## src/rtl/attr_pkg.sv

```systemverilog
package attr_pkg;
  typedef enum logic [1:0] {
    POL_NONE = 2'b00,
    POL_NC   = 2'b01,
    POL_WT   = 2'b10,
    POL_WB   = 2'b11
  } cache_pol_e;

  typedef struct packed {
    cache_pol_e pol;
    logic       transient;
    logic       ralloc;
    logic       walloc;
    logic       zero;
  } level_attr_t;
endpackage

```

## src/rtl/attr_regbank.sv

```systemverilog
module attr_regbank #(
  parameter int NUM_REGS = 2,
  parameter int REG_W    = 32,
  localparam int SEL_W   = (NUM_REGS > 1) ? $clog2(NUM_REGS) : 1
) (
  input  logic                      clk,
  input  logic                      wr_en,
  input  logic [SEL_W-1:0]          wr_sel,
  input  logic [REG_W-1:0]          wr_data,
  input  logic [SEL_W-1:0]          rd_sel,
  output logic [REG_W-1:0]          rd_data,
  output logic [NUM_REGS*REG_W-1:0] bank_flat
);
  logic [REG_W-1:0] regs [NUM_REGS];

  for (genvar g = 0; g < NUM_REGS; g++) begin : g_reg
    // No reset: contents stay unknown until software writes them.
    always_ff @(posedge clk) begin
      if (wr_en && (wr_sel == SEL_W'(g))) begin
        regs[g] <= wr_data;
      end
    end
    assign bank_flat[g*REG_W +: REG_W] = regs[g];
  end

  always_comb begin
    rd_data = '0;
    for (int k = 0; k < NUM_REGS; k++) begin
      if (rd_sel == SEL_W'(k)) rd_data = regs[k];
    end
  end
endmodule

```

## src/rtl/attr_field_pick.sv

```systemverilog
module attr_field_pick #(
  parameter int NUM_REGS  = 2,
  parameter int REG_W     = 32,
  parameter int FIELD_W   = 8,
  localparam int NUM_FLD  = NUM_REGS * (REG_W / FIELD_W),
  localparam int IDX_W    = $clog2(NUM_FLD)
) (
  input  logic [NUM_REGS*REG_W-1:0] bank_flat,
  input  logic [IDX_W-1:0]          index,
  output logic [FIELD_W-1:0]        field
);
  // Register r sits at bank bits [r*REG_W +: REG_W] and field n at [n*FIELD_W]
  // inside it, so the flat field number equals {register, field} = index.
  logic [FIELD_W-1:0] fields [NUM_FLD];

  for (genvar f = 0; f < NUM_FLD; f++) begin : g_fld
    assign fields[f] = bank_flat[f*FIELD_W +: FIELD_W];
  end

  always_comb begin
    field = '0;
    for (int k = 0; k < NUM_FLD; k++) begin
      if (index == IDX_W'(k)) field = fields[k];
    end
  end
endmodule

```

## src/rtl/attr_nibble_decode.sv

```systemverilog
module attr_nibble_decode
  import attr_pkg::*;
(
  input  logic [3:0]  nib,
  output level_attr_t lvl
);
  always_comb begin
    lvl           = '0;
    lvl.pol       = POL_NONE;
    lvl.zero      = (nib == 4'b0000);
    if (nib == 4'b0100) begin
      lvl.pol = POL_NC;
    end else if (nib != 4'b0000) begin
      // bit 2 picks write-back over write-through; bit 3 clear means transient
      lvl.pol       = nib[2] ? POL_WB : POL_WT;
      lvl.transient = ~nib[3];
      lvl.ralloc    = nib[1];
      lvl.walloc    = nib[0];
    end
  end
endmodule

```

## src/rtl/attr_indirect_decoder.sv

```systemverilog
module attr_indirect_decoder
  import attr_pkg::*;
#(
  parameter int NUM_REGS  = 2,
  parameter int REG_W     = 32,
  parameter int FIELD_W   = 8,
  localparam int SEL_W    = (NUM_REGS > 1) ? $clog2(NUM_REGS) : 1,
  localparam int IDX_W    = $clog2(NUM_REGS * (REG_W / FIELD_W))
) (
  input  logic               clk,
  input  logic               rst_n,
  input  logic               wr_valid,
  output logic               wr_ready,
  input  logic [SEL_W-1:0]   wr_sel,
  input  logic [REG_W-1:0]   wr_data,
  input  logic [SEL_W-1:0]   rd_sel,
  output logic [REG_W-1:0]   rd_data,
  input  logic [IDX_W-1:0]   lk_index,
  output logic               attr_is_normal,
  output logic [1:0]         dev_kind,
  output logic [1:0]         outer_pol,
  output logic [1:0]         inner_pol,
  output logic               outer_transient,
  output logic               inner_transient,
  output logic               outer_ralloc,
  output logic               outer_walloc,
  output logic               inner_ralloc,
  output logic               inner_walloc,
  output logic               attr_bad
);
  localparam int HALF_W = FIELD_W / 2;

  logic [NUM_REGS*REG_W-1:0] bank_flat;
  logic [FIELD_W-1:0]        field;
  level_attr_t               outer_lvl;
  level_attr_t               inner_lvl;
  logic                      normal;

  assign wr_ready = rst_n;

  attr_regbank #(.NUM_REGS(NUM_REGS), .REG_W(REG_W)) u_bank (
    .clk      (clk),
    .wr_en    (wr_valid && wr_ready),
    .wr_sel   (wr_sel),
    .wr_data  (wr_data),
    .rd_sel   (rd_sel),
    .rd_data  (rd_data),
    .bank_flat(bank_flat)
  );

  attr_field_pick #(.NUM_REGS(NUM_REGS), .REG_W(REG_W), .FIELD_W(FIELD_W)) u_pick (
    .bank_flat(bank_flat),
    .index    (lk_index),
    .field    (field)
  );

  attr_nibble_decode u_outer (.nib(field[FIELD_W-1 -: 4]), .lvl(outer_lvl));
  attr_nibble_decode u_inner (.nib(field[HALF_W-1 -: 4]),  .lvl(inner_lvl));

  always_comb begin
    normal          = ~outer_lvl.zero;
    attr_is_normal  = normal;
    dev_kind        = normal ? 2'b00 : field[3:2];
    outer_pol       = outer_lvl.pol;
    outer_transient = outer_lvl.transient;
    outer_ralloc    = outer_lvl.ralloc;
    outer_walloc    = outer_lvl.walloc;
    inner_pol       = normal ? inner_lvl.pol : POL_NONE;
    inner_transient = normal & inner_lvl.transient;
    inner_ralloc    = normal & inner_lvl.ralloc;
    inner_walloc    = normal & inner_lvl.walloc;
    attr_bad        = normal ? inner_lvl.zero : (field[1:0] != 2'b00);
  end
endmodule

```

## config.mk

```make
export PLATFORM = sky130hd
export DESIGN_NAME = attr_indirect_decoder
export DESIGN_NICKNAME = d
export VERILOG_FILES = /design/src/rtl/attr_pkg.sv /design/src/rtl/attr_regbank.sv /design/src/rtl/attr_field_pick.sv /design/src/rtl/attr_nibble_decode.sv /design/src/rtl/attr_indirect_decoder.sv
export SDC_FILE = /design/constraint.sdc
export NUM_CORES = 1
export LEC_CHECK = 0
export ABC_AREA = 1
export BUFFER_PORTS_ARGS = -buffer_cell sky130_fd_sc_hd__buf_2
export CORE_MARGIN = 4
export CORE_UTILIZATION = 26
export CTS_CLUSTER_SIZE = 8
export DETAILED_ROUTE_END_ITERATION = 10
export PLACE_DENSITY = 0.47
export REMOVE_ABC_BUFFERS = 1
export SYNTH_ARGS = -nofsm -noshare
export SYNTH_HDL_FRONTEND = slang
export SYNTH_SLANG_ARGS = --single-unit
```

## constraint.sdc

```tcl
create_clock -name clk -period 2.6 [get_ports clk]
set_input_delay 0.39 -clock clk [delete_from_list [all_inputs] [get_ports clk]]
set_output_delay 0.39 -clock clk [all_outputs]
set_load 0.01 [all_outputs]
```

==> results of run 1 <==
[per-stage QoR]
stage / util / setup TNS, ns / setup WS (ns) / cells
floorplan: - / 0 / 0.3697 / 269
global placement: 0.3176 / 0 / 0.1157 / 501
detailed placement: 0.3176 / 0 / 0.1088 / 501
CTS: 0.3420 / 0 / 0.1101 / 517
global route: 0.3463 / -0.001261 / -0.001261 / 522
finish: 0.3463 / 0 / 0.1941 / 522
[power groups by stage]
| stage | logic [W] | clock network, W | registers [W] |
|---|---|---|---|
| 2_1_floorplan | 0.000184 | 0 | 0.00123 |
| 3_3_place_gp | 0.000355 | 0 | 0.00123 |
| 3_5_place_dp | 0.000358 | 0 | 0.00124 |
| 4_1_cts | 0.000359 | 0.00115 | 0.00122 |
| 5_1_grt | 0.000405 | 0.00120 | 0.00122 |
| 6_report | 0.000362 | 0.00112 | 0.00122 |
[Yosys cell counts]
cell type  count
inv_4          1
or2_1          1
nor2_1        37
o21ai_1        2
clkinv_1       1
buf_6          2
nand3_1       18
mux2_2        18
nand3_2        2
buf_2          2
nand2_2        1
or2_0          2
nand2_1       51
inv_2          6
nor2_4         3
nand2_4        1
clkbuf_1       4
edfxtp_1      64
o21ai_0       10
nand4_1       18
nor3_1         2
nor3_2         1
a21oi_1        6
inv_1         23
nor3_4         1
buf_4          2
[routing by layer]
metal	GRT usage	wire length (um)
met3	0.03886	643
met4	0.04640	163
met5	0	0
met2	0.2109	4088
met1	0.1629	3652
[kinds of logic (layout without fill, tap and decap cells)]
| logic type | after synthesis | count (layout) | synth area share |
|---|---|---|---|
| AOI/OAI and AO/OA | 18 | 18 | 0.02949 |
| buffers and inverters | 41 | 141 | 0.05937 |
| DFF | 64 | 64 | 0.6290 |
| muxes | 18 | 18 | 0.06634 |
| and+or+nand+nor | 138 | 138 | 0.2158 |
[layout by cell type, fill, tap and decap left out, types with 7 or more instances in the layout]
cell type,instances
buf_2,85
edfxtp_1,64
nand2_1,51
nor2_1,34
inv_1,23
nand4_1,18
mux2_2,18
nand3_1,17
o21ai_0,10
clkbuf_16,9
buf_4,7
[worst max path at each step]
stage | depth (start not counted) | start | slack (ns) | end
after floorplan | 2 | wr_valid | 0.37 | u_bank.regs[0][0]
after global placement | 11 | lk_index[0] | 0.12 | inner_pol[0]
after detailed placement | 11 | lk_index[0] | 0.11 | inner_pol[0]
after CTS | 11 | lk_index[0] | 0.11 | inner_pol[0]
after global routing | 11 | lk_index[0] | -0.001 | inner_transient
final | 11 | lk_index[0] | 0.19 | inner_pol[1]
[critical path, stage by stage]
cell,delay (ns)
clkbuf_4,0.19
inv_2,0.18
nand3_1,0.13
inv_1,0.31
nand2_1,0.10
nand4_1,0.26
nor2_4,0.07
nand2_4,0.10
inv_2,0.05
nor2_1,0.08
buf_2,0.13
[what timing repair did]
item                       4_1_cts  5_1_grt
gates resized for setup          0        5
buffers inserted                 0        5
setup endpoints to repair        0        7
[area by class of cell]
cell class	instances	area share
multi-input cells	174	0.2429
inverters	31	0.03056
well taps	143	0.04505
clock inverters	6	0.01260
flip-flops and latches	64	0.4839
repair buffers	94	0.1273
clock buffers	10	0.05766
==> impl_metrics.yaml, run 1 <==
status:
  outcome: "complete, no violations"
route:
  remaining_drc_errors: 0
  wl_per_cell_um: 16.37
  ant_nets: 0
  vias: 2364
  firstDrtPassIters: 5
  avgViaCountPerCell: 4.529
  drt_iter0_markers: 124
  wl_um: 8547
clock_network:
  cts_sinks: 64
  cts_buffers: 9
  path_clk_slew_ns: 0.05
  cts_tree: "built"
  cts.htree.levels: 3
  max-clock-path-buffers: 2
  cts_root_buf: "clkbuf_16"
  cts_hold_buf: 0
power_and_ir_drop:
  p_total_w: 0.002697
  power_frac_seq: 0.451
  p_int_w: 0.002060
  p_sw_frac: 0.2363
  power.density_nw_per_um2: 679.1
  ir_drop_uv: 257.4
  p_switching_w: 0.0006374
  pwr-share-comb: 0.134
  p_clk_frac: 0.415
  leakagePower_nw: 1.669
synth:
  syn_area_per_cell_um2: 10.95
  synth_cells: 279
  ys_ff_latch: 64
  yosysSeqAreaShare: 0.6290
  syn_area_um2: 3055
  synthTopCellsByArea: "edfxtp_1 63%, mux2_2 6.6%, nand2_1 6.3%, nor2_1 4.5%, nand4_1 3.7%"
  synth_top_area_cell: "edfxtp_1"
  synth.distinct_cells: 26
  yosysWarningCount: 0
  synth_top_area_share: 0.6290
timing:
  max_freq_mhz: 415.7
  timing.hold.ws_ns: 0.2547
  finalCritPeriodShare: 0.9253
  fin_crit_ns: 2.406
  maxSlewViolCount: 0
  setup_viol: 0
  relSlewSlack: 0.6819
  hold_viol: 0
  worst_slew_pin_slew_ns: 0.4771
final_layout:
  num_antenna_cells: 0
  fin_area_um2: 3971
  regMostFlops: "u_bank.regs"
  fillCellCount: 1203
  multi_input_area_um2: 964.7
  drive_above_1_share: 0.3773
  regArea_um2: 1922
  reg_top3: "u_bank.regs (64)"
  nets: 414
  largest_reg_flops: 64
  area_growth_pct: 29.98
floorplanning:
  coreArea_um2: 11470
  die_x_um: 116.4
  io_pins: 87
  die_h_um: 116.4
  start_util: 0.2664
  core.rowCount: 39
  dieArea_um2: 13550
grt:
  overflow: 0
  grt_usage: 0.1293
  grt_pass1_wl_um: 12930
  antenna_found_initial: 0
  grt_start_max_net_pins: 47
  grt_pass1_vias: 2442
place:
  dpl_cell_area_um2: 3642
  place_congestion: 0.7575
  dp_hpwl_um: 6087
  portBuffers: 86
critical_path:
  cp-end-kind: "output pin"
  path_max_fanout: 12
  crit_arrival_ns: 2.02
  path_class: "in2out"
  startpoint_type: "input port"
  required_ns: 2.21
worst_hold_path:
  min-delay-start: "wr_data[30]"
  min_path_cells: 1
  min_to: "u_bank.regs[0][62]"
  hp-class: "in2reg"
flow_run:
  cap_violations: 0
No activity file was read; power rests on OpenSTA's default activity.
==> run 2, diff against run 1 <==
Settings changed: CORE_MARGIN 4 to default, REMOVE_ABC_BUFFERS 1 to default.
==> run 2 against run 1 <==
  * Worst hold slack lost 0.0094 ns
  * Cell count down 0.96%
  * Largest power group is now clock
  * Global-route usage rose by 0.91 points
  * Flip-flop and latch count unchanged
  * Fmax is 0.42% lower
  * Sequential power is essentially flat
  * Combinational power shrank 5%
  * Setup slack got worse by 0.010 ns
  * Critical endpoint unchanged
  * Via count decreased by 1.9%
  * Total power up 3.8%
  * Clock-buffer cell count stayed put
==> impl_metrics.yaml, run 2 (synthesized netlist as in run 1, its figures left out) <==
timing:
  worst_slew_pin_slew_ns: 0.7070
  relSlewSlack: 0.5287
  maxSlewViolCount: 0
  max_freq_mhz: 413.9
  tns_ns: 0
  finalCritPeriodShare: 0.9292
  setup_viol: 0
  hold_viol: 0
  fin_crit_ns: 2.416
  rsz0062_at_grt: "no"
place:
  dp_hpwl_um: 6142
  place_congestion: 0.7818
  portBuffers: 86
clock_network:
  cts_sinks: 64
  cts_buffers: 9
  cts.htree.levels: 3
  postCtsSetupBuffers: 0
  cts_hold_buf: 0
  cts_root_buf: "clkbuf_16"
  cts_resized: 0
  cts_tree: "built"
  path_clk_slew_ns: 0.06
  max-clock-path-buffers: 2
grt:
  overflow: 0
  antenna_found_initial: 0
  grt_pass1_wl_um: 12650
  grt_usage: 0.1384
  grt_pass1_vias: 2336
  grt_start_max_net_pins: 33
critical_path:
  path_max_fanout: 23
  cp-endpoint: "inner_pol[1]"
  cp-end-kind: "output pin"
  crit_arrival_ns: 2.03
  required_ns: 2.21
  path_class: "in2out"
  startpoint_type: "input port"
  startpoint: "lk_index[2]"
route:
  wl_um: 8135
  vias: 2320
  wl_per_cell_um: 15.74
  ant_nets: 0
  remaining_drc_errors: 0
  firstDrtPassIters: 4
  avgViaCountPerCell: 4.487
  drt_iter0_markers: 157
final_layout:
  regMostFlops: "u_bank.regs"
  area_growth_pct: 28.91
  final_cell_mix: "86 x buf_2, 64 x edfxtp_1, 51 x nand2_1"
  largest_reg_flops: 64
  drive_above_1_share: 0.3690
  multi_input_area_um2: 957.2
  reg_top3: "u_bank.regs (64)"
  regArea_um2: 1922
  num_antenna_cells: 0
  fillCellCount: 1199
  layout_commonest_cell: "buf_2"
  nets: 410
flow_run:
  cap_violations: 0
power_and_ir_drop:
  power.density_nw_per_um2: 710.6
  p_total_w: 0.002799
  leakagePower_nw: 1.652
  ir_drop_uv: 315.6
floorplanning:
  coreArea_um2: 11420
  start_util: 0.2676
  io_pins: 87
  die_x_um: 110.4
  die_h_um: 110.4
  dieArea_um2: 12190
  core.rowCount: 39
synth:
  synth_nets: 319
worst_hold_path:
  hp-class: "in2reg"
status:
  outcome: "complete, no violations"
## run 2: cell count changes in the layout (fill, tap and decap cells not counted), sizes merged
cell / delta
buf: -3
bufinv: +1
clkbuf: -1
clkinv: -2
## run 2: worst max-delay path: stages
cell and delay (ns):
buf_2 0.13, inv_2 0.30, nand3_2 0.25, o21ai_1 0.18
inv_1 0.06, nand2_1 0.06, nand2_1 0.05, nand3_1 0.10
nand2_1 0.09, nand2_1 0.13, nor2_1 0.06, nor2_1 0.10
buf_2 0.13
## run 2: per-stage QoR
stage | instances | hold WS [ns] | worst slack [ns] | utilization | instance area (um2)
floorplan | 279 | 0.4889 | 0.3697 | - | 3055
global placement | 502 | 0.5798 | 0.1906 | 0.3185 | 3637
detailed placement | 502 | 0.5811 | 0.2177 | 0.3185 | 3637
CTS | 517 | 0.2379 | 0.2130 | 0.3449 | 3939
global route | 517 | 0.2389 | 0.006913 | 0.3449 | 3939
finish | 517 | 0.2453 | 0.1841 | 0.3449 | 3939
## run 2: cell type report
type                       count  area share
inverter                      31     0.03018
clock buffer                  10     0.05813
clock inverter                 5     0.01842
tap                          143     0.04543
timing repair buffer          90      0.1169
sequential                    64      0.4879
multi-input combinational    174      0.2430
## run 2: worst min path at each step
stage	from	endpoint	slack [ns]	cells past startpoint
global placement	wr_data[22]	u_bank.regs[0][22]	0.58	1
detailed placement	wr_data[1]	u_bank.regs[0][33]	0.58	1
floorplan	wr_data[0]	u_bank.regs[0][0]	0.49	0
finish	wr_data[22]	u_bank.regs[0][54]	0.25	1
global route	wr_data[22]	u_bank.regs[0][54]	0.24	1
CTS	wr_data[22]	u_bank.regs[0][22]	0.24	1
## run 2: power by group
group	internal, W	switching, W	total [W]
clock network	0.000825	0.000412	0.00124
logic	0.000131	0.000211	0.000343
registers	0.00119	0.0000258	0.00122
## run 2: metal layers
layer,track usage,wire length (um)
met2,0.2029,3489
met5,0,0
met1,0.1941,4115
met3,0.04665,462
met4,0.03733,68
==> run 3, diff against run 2 <==
Settings changed: CELL_PAD_IN_SITES_DETAIL_PLACEMENT from default to 2, CELL_PAD_IN_SITES_GLOBAL_PLACEMENT from default to 2, PLACE_DENSITY 0.47 to 0.68, SYNTH_HIERARCHICAL from default to 1.
==> run 3 against run 2 <==
  * Clock power fell by 14%
  * Design area grew 3.6%
  * Critical endpoint is now inner_ralloc
  * Flip-flop and latch count stayed put
  * Highest routed layer is now met5
  * Sequential share of layout area fell by 1.7 points
==> impl_metrics.yaml, run 3 <==
timing:
  maxSlewViolCount: 0
  setup_viol: 0
  finalCritPeriodShare: 0.9564
  timing.hold.ws_ns: 0.2522
  fin_crit_ns: 2.487
  setup_ws_ns: 0.1134
  relSlewSlack: 0.6848
  max_freq_mhz: 402.1
  worst_slew_pin_slew_ns: 0.4727
  hold_viol: 0
grt:
  grt_pass1_wl_um: 15820
  overflow: 0
  grt_usage: 0.1663
  grt_start_max_net_pins: 33
  grt_pass1_vias: 2890
  antenna_found_initial: 1
critical_path:
  path_max_fanout: 4
  startpoint: "u_bank/regs[0][4]"
  startpoint_type: "register"
  cp-endpoint: "inner_ralloc"
  crit_arrival_ns: 2.10
  required_ns: 2.21
  path_class: "reg2out"
  cp-end-kind: "output pin"
clock_network:
  cts_buffers: 9
  cts_sinks: 64
  cts.htree.levels: 3
  path_clk_slew_ns: 0.06
  max-clock-path-buffers: 2
  cts_root_buf: "clkbuf_16"
  cts_tree: "built"
power_and_ir_drop:
  p_clk_frac: 0.400
  power_frac_seq: 0.457
  ir_drop_uv: 213.6
  pwr-share-comb: 0.143
  p_int_w: 0.001969
  leakagePower_nw: 1.796
  p_sw_frac: 0.2658
  p_switching_w: 0.0007127
  p_total_w: 0.002681
  power.density_nw_per_um2: 657.4
synth:
  yosysMostFrequentCell: "nand2_1"
  synth_nets: 371
  synth_edf_count: 64
  ys.flop_type: "edfxtp_1"
  synth_top_family_by_area: "simple AND/OR/NAND/NOR gates"
  ys_ff_latch: 64
  synth_compound_area_frac: 0.001544
  yosysWarningCount: 6
  synth_cells: 331
  yosysSeqAreaShare: 0.5931
  synthTopCellsByArea: "edfxtp_1 59%, nand2_1 14%, nand4_1 7.7%, nor2_1 3.2%, inv_1 3.0%"
  syn_area_per_cell_um2: 9.790
  synth_top_area_cell: "edfxtp_1"
  synth.distinct_cells: 20
  synth_top_area_share: 0.5931
  synth-xor-area-share: 0
  synth-adder-area-share: 0
  ys_top_cells_by_count: "122 x nand2_1, 64 x edfxtp_1, 40 x nand4_1, 28 x nor2_1, 26 x inv_1"
  synthMuxAreaShare: 0
  syn_area_um2: 3241
  yosys.area_share.simple: 0.3058
  ys_async_sr_fraction: 0
floorplanning:
  die_h_um: 113.6
  dieArea_um2: 12910
  core.rowCount: 40
  coreArea_um2: 12060
  start_util: 0.2687
  io_pins: 87
  die_x_um: 113.6
route:
  remaining_drc_errors: 0
  drt_iter0_markers: 88
  wl_per_cell_um: 17.32
  firstDrtPassIters: 4
  wl_um: 10270
  avgViaCountPerCell: 4.521
  ant_nets: 0
  vias: 2681
flow_run:
  cap_violations: 0
worst_hold_path:
  hp-class: "in2reg"
final_layout:
  largest_reg_flops: 64
  drive_above_1_share: 0.3224
  final_util: 0.3382
  layout_commonest_cell: "nand2_1"
  reg_top3: "u_bank/regs (64)"
  final_cell_mix: "121 x nand2_1, 86 x buf_2, 64 x edfxtp_1"
  area_growth_pct: 25.87
  finalNonFillerCells: 593
  regMostFlops: "u_bank/regs"
  nets: 460
  num_antenna_cells: 0
place:
  dp_hpwl_um: 7592
  portBuffers: 86
  dpl.cell_count: 574
  post-place-ws_ns: 0.07675
  place_congestion: 0.7567
status:
  outcome: "complete, no violations"
[run 3: cell count changes in the layout (fill, tap and decap cells not counted), moves of 5 or more]
cell,delta
mux2_2,-18
nand3_1,-10
a21oi_1,-6
nand4_1,+22
nor2_1,-9
inv_2,-5
nand2_2,+11
o21ai_0,-10
buf_4,+9
nand2_1,+70
[run 3: area by class of cell]
type / instances / area (um2)
Fill cell: 1336 / 7983
Sequential cell: 64 / 1922
Clock buffer: 10 / 229.0
Multi-Input combinational cell: 214 / 1003
Inverter: 31 / 138.9
Tap cell: 168 / 210.2
Clock inverter: 6 / 36.28
Timing Repair Buffer: 100 / 539.3
[run 3: cells by family after synthesis]
family | count (synthesis)
and+or+nand+nor | 213
DFF | 64
buffers and inverters | 53
AOI/OAI and AO/OA | 1
[run 3: power groups by stage]
stage	clock [W]	combinational [W]	sequential (W)
floorplan	0	0.000233	0.00123
global placement	0	0.000370	0.00124
detailed placement	0	0.000380	0.00125
CTS	0.00110	0.000383	0.00123
global route	0.00113	0.000423	0.00123
finish	0.00107	0.000383	0.00123
[run 3: worst min path at each step]
stage / slack [ns] / to / from / cells after the start
finish: 0.25 / u_bank/regs[0][21] / wr_data[21] / 1
floorplan: 0.49 / u_bank/regs[0][0] / wr_data[0] / 0
CTS: 0.24 / u_bank/regs[0][17] / wr_data[17] / 1
global route: 0.24 / u_bank/regs[0][54] / wr_data[22] / 1
detailed placement: 0.59 / u_bank/regs[0][51] / wr_data[19] / 1
global placement: 0.58 / u_bank/regs[0][53] / wr_data[21] / 1
[run 3: routing by layer]
metal | global-route usage | vias to the layer above | share of wire
li1 | - | 1289 | -
met1 | 0.2110 | 1317 | 0.45
met2 | 0.2862 | 60 | 0.50
met3 | 0.03082 | 13 | 0.036
met4 | 0.05263 | 2 | 0.014
met5 | 0 | - | 0.00078
[run 3: metrics by stage]
step	setup TNS, ns	area, um2
floorplan	0	3241
global placement	0	3782
detailed placement	0	3782
CTS	0	4048
global route	-0.3089	4079
finish	0	4079
[run 3: what timing repair did]
item                       in CTS  in global routing
gates resized for setup         0                  2
hold buffers                    0                  0
setup endpoints to repair       0                  8
setup buffers                   0                  2
[run 3: critical path: stages (launching register included)]
cell             delay (ns)
edfxtp_1               0.42
nand3_1                0.15
nand4_1                0.12
nor2_1                 0.13
nand4_1                0.17
inv_1                  0.09
nand2_1                0.06
nor2_2                 0.17
clkdlybuf4s15_2        0.25
nor2_1                 0.05
buf_2                  0.13
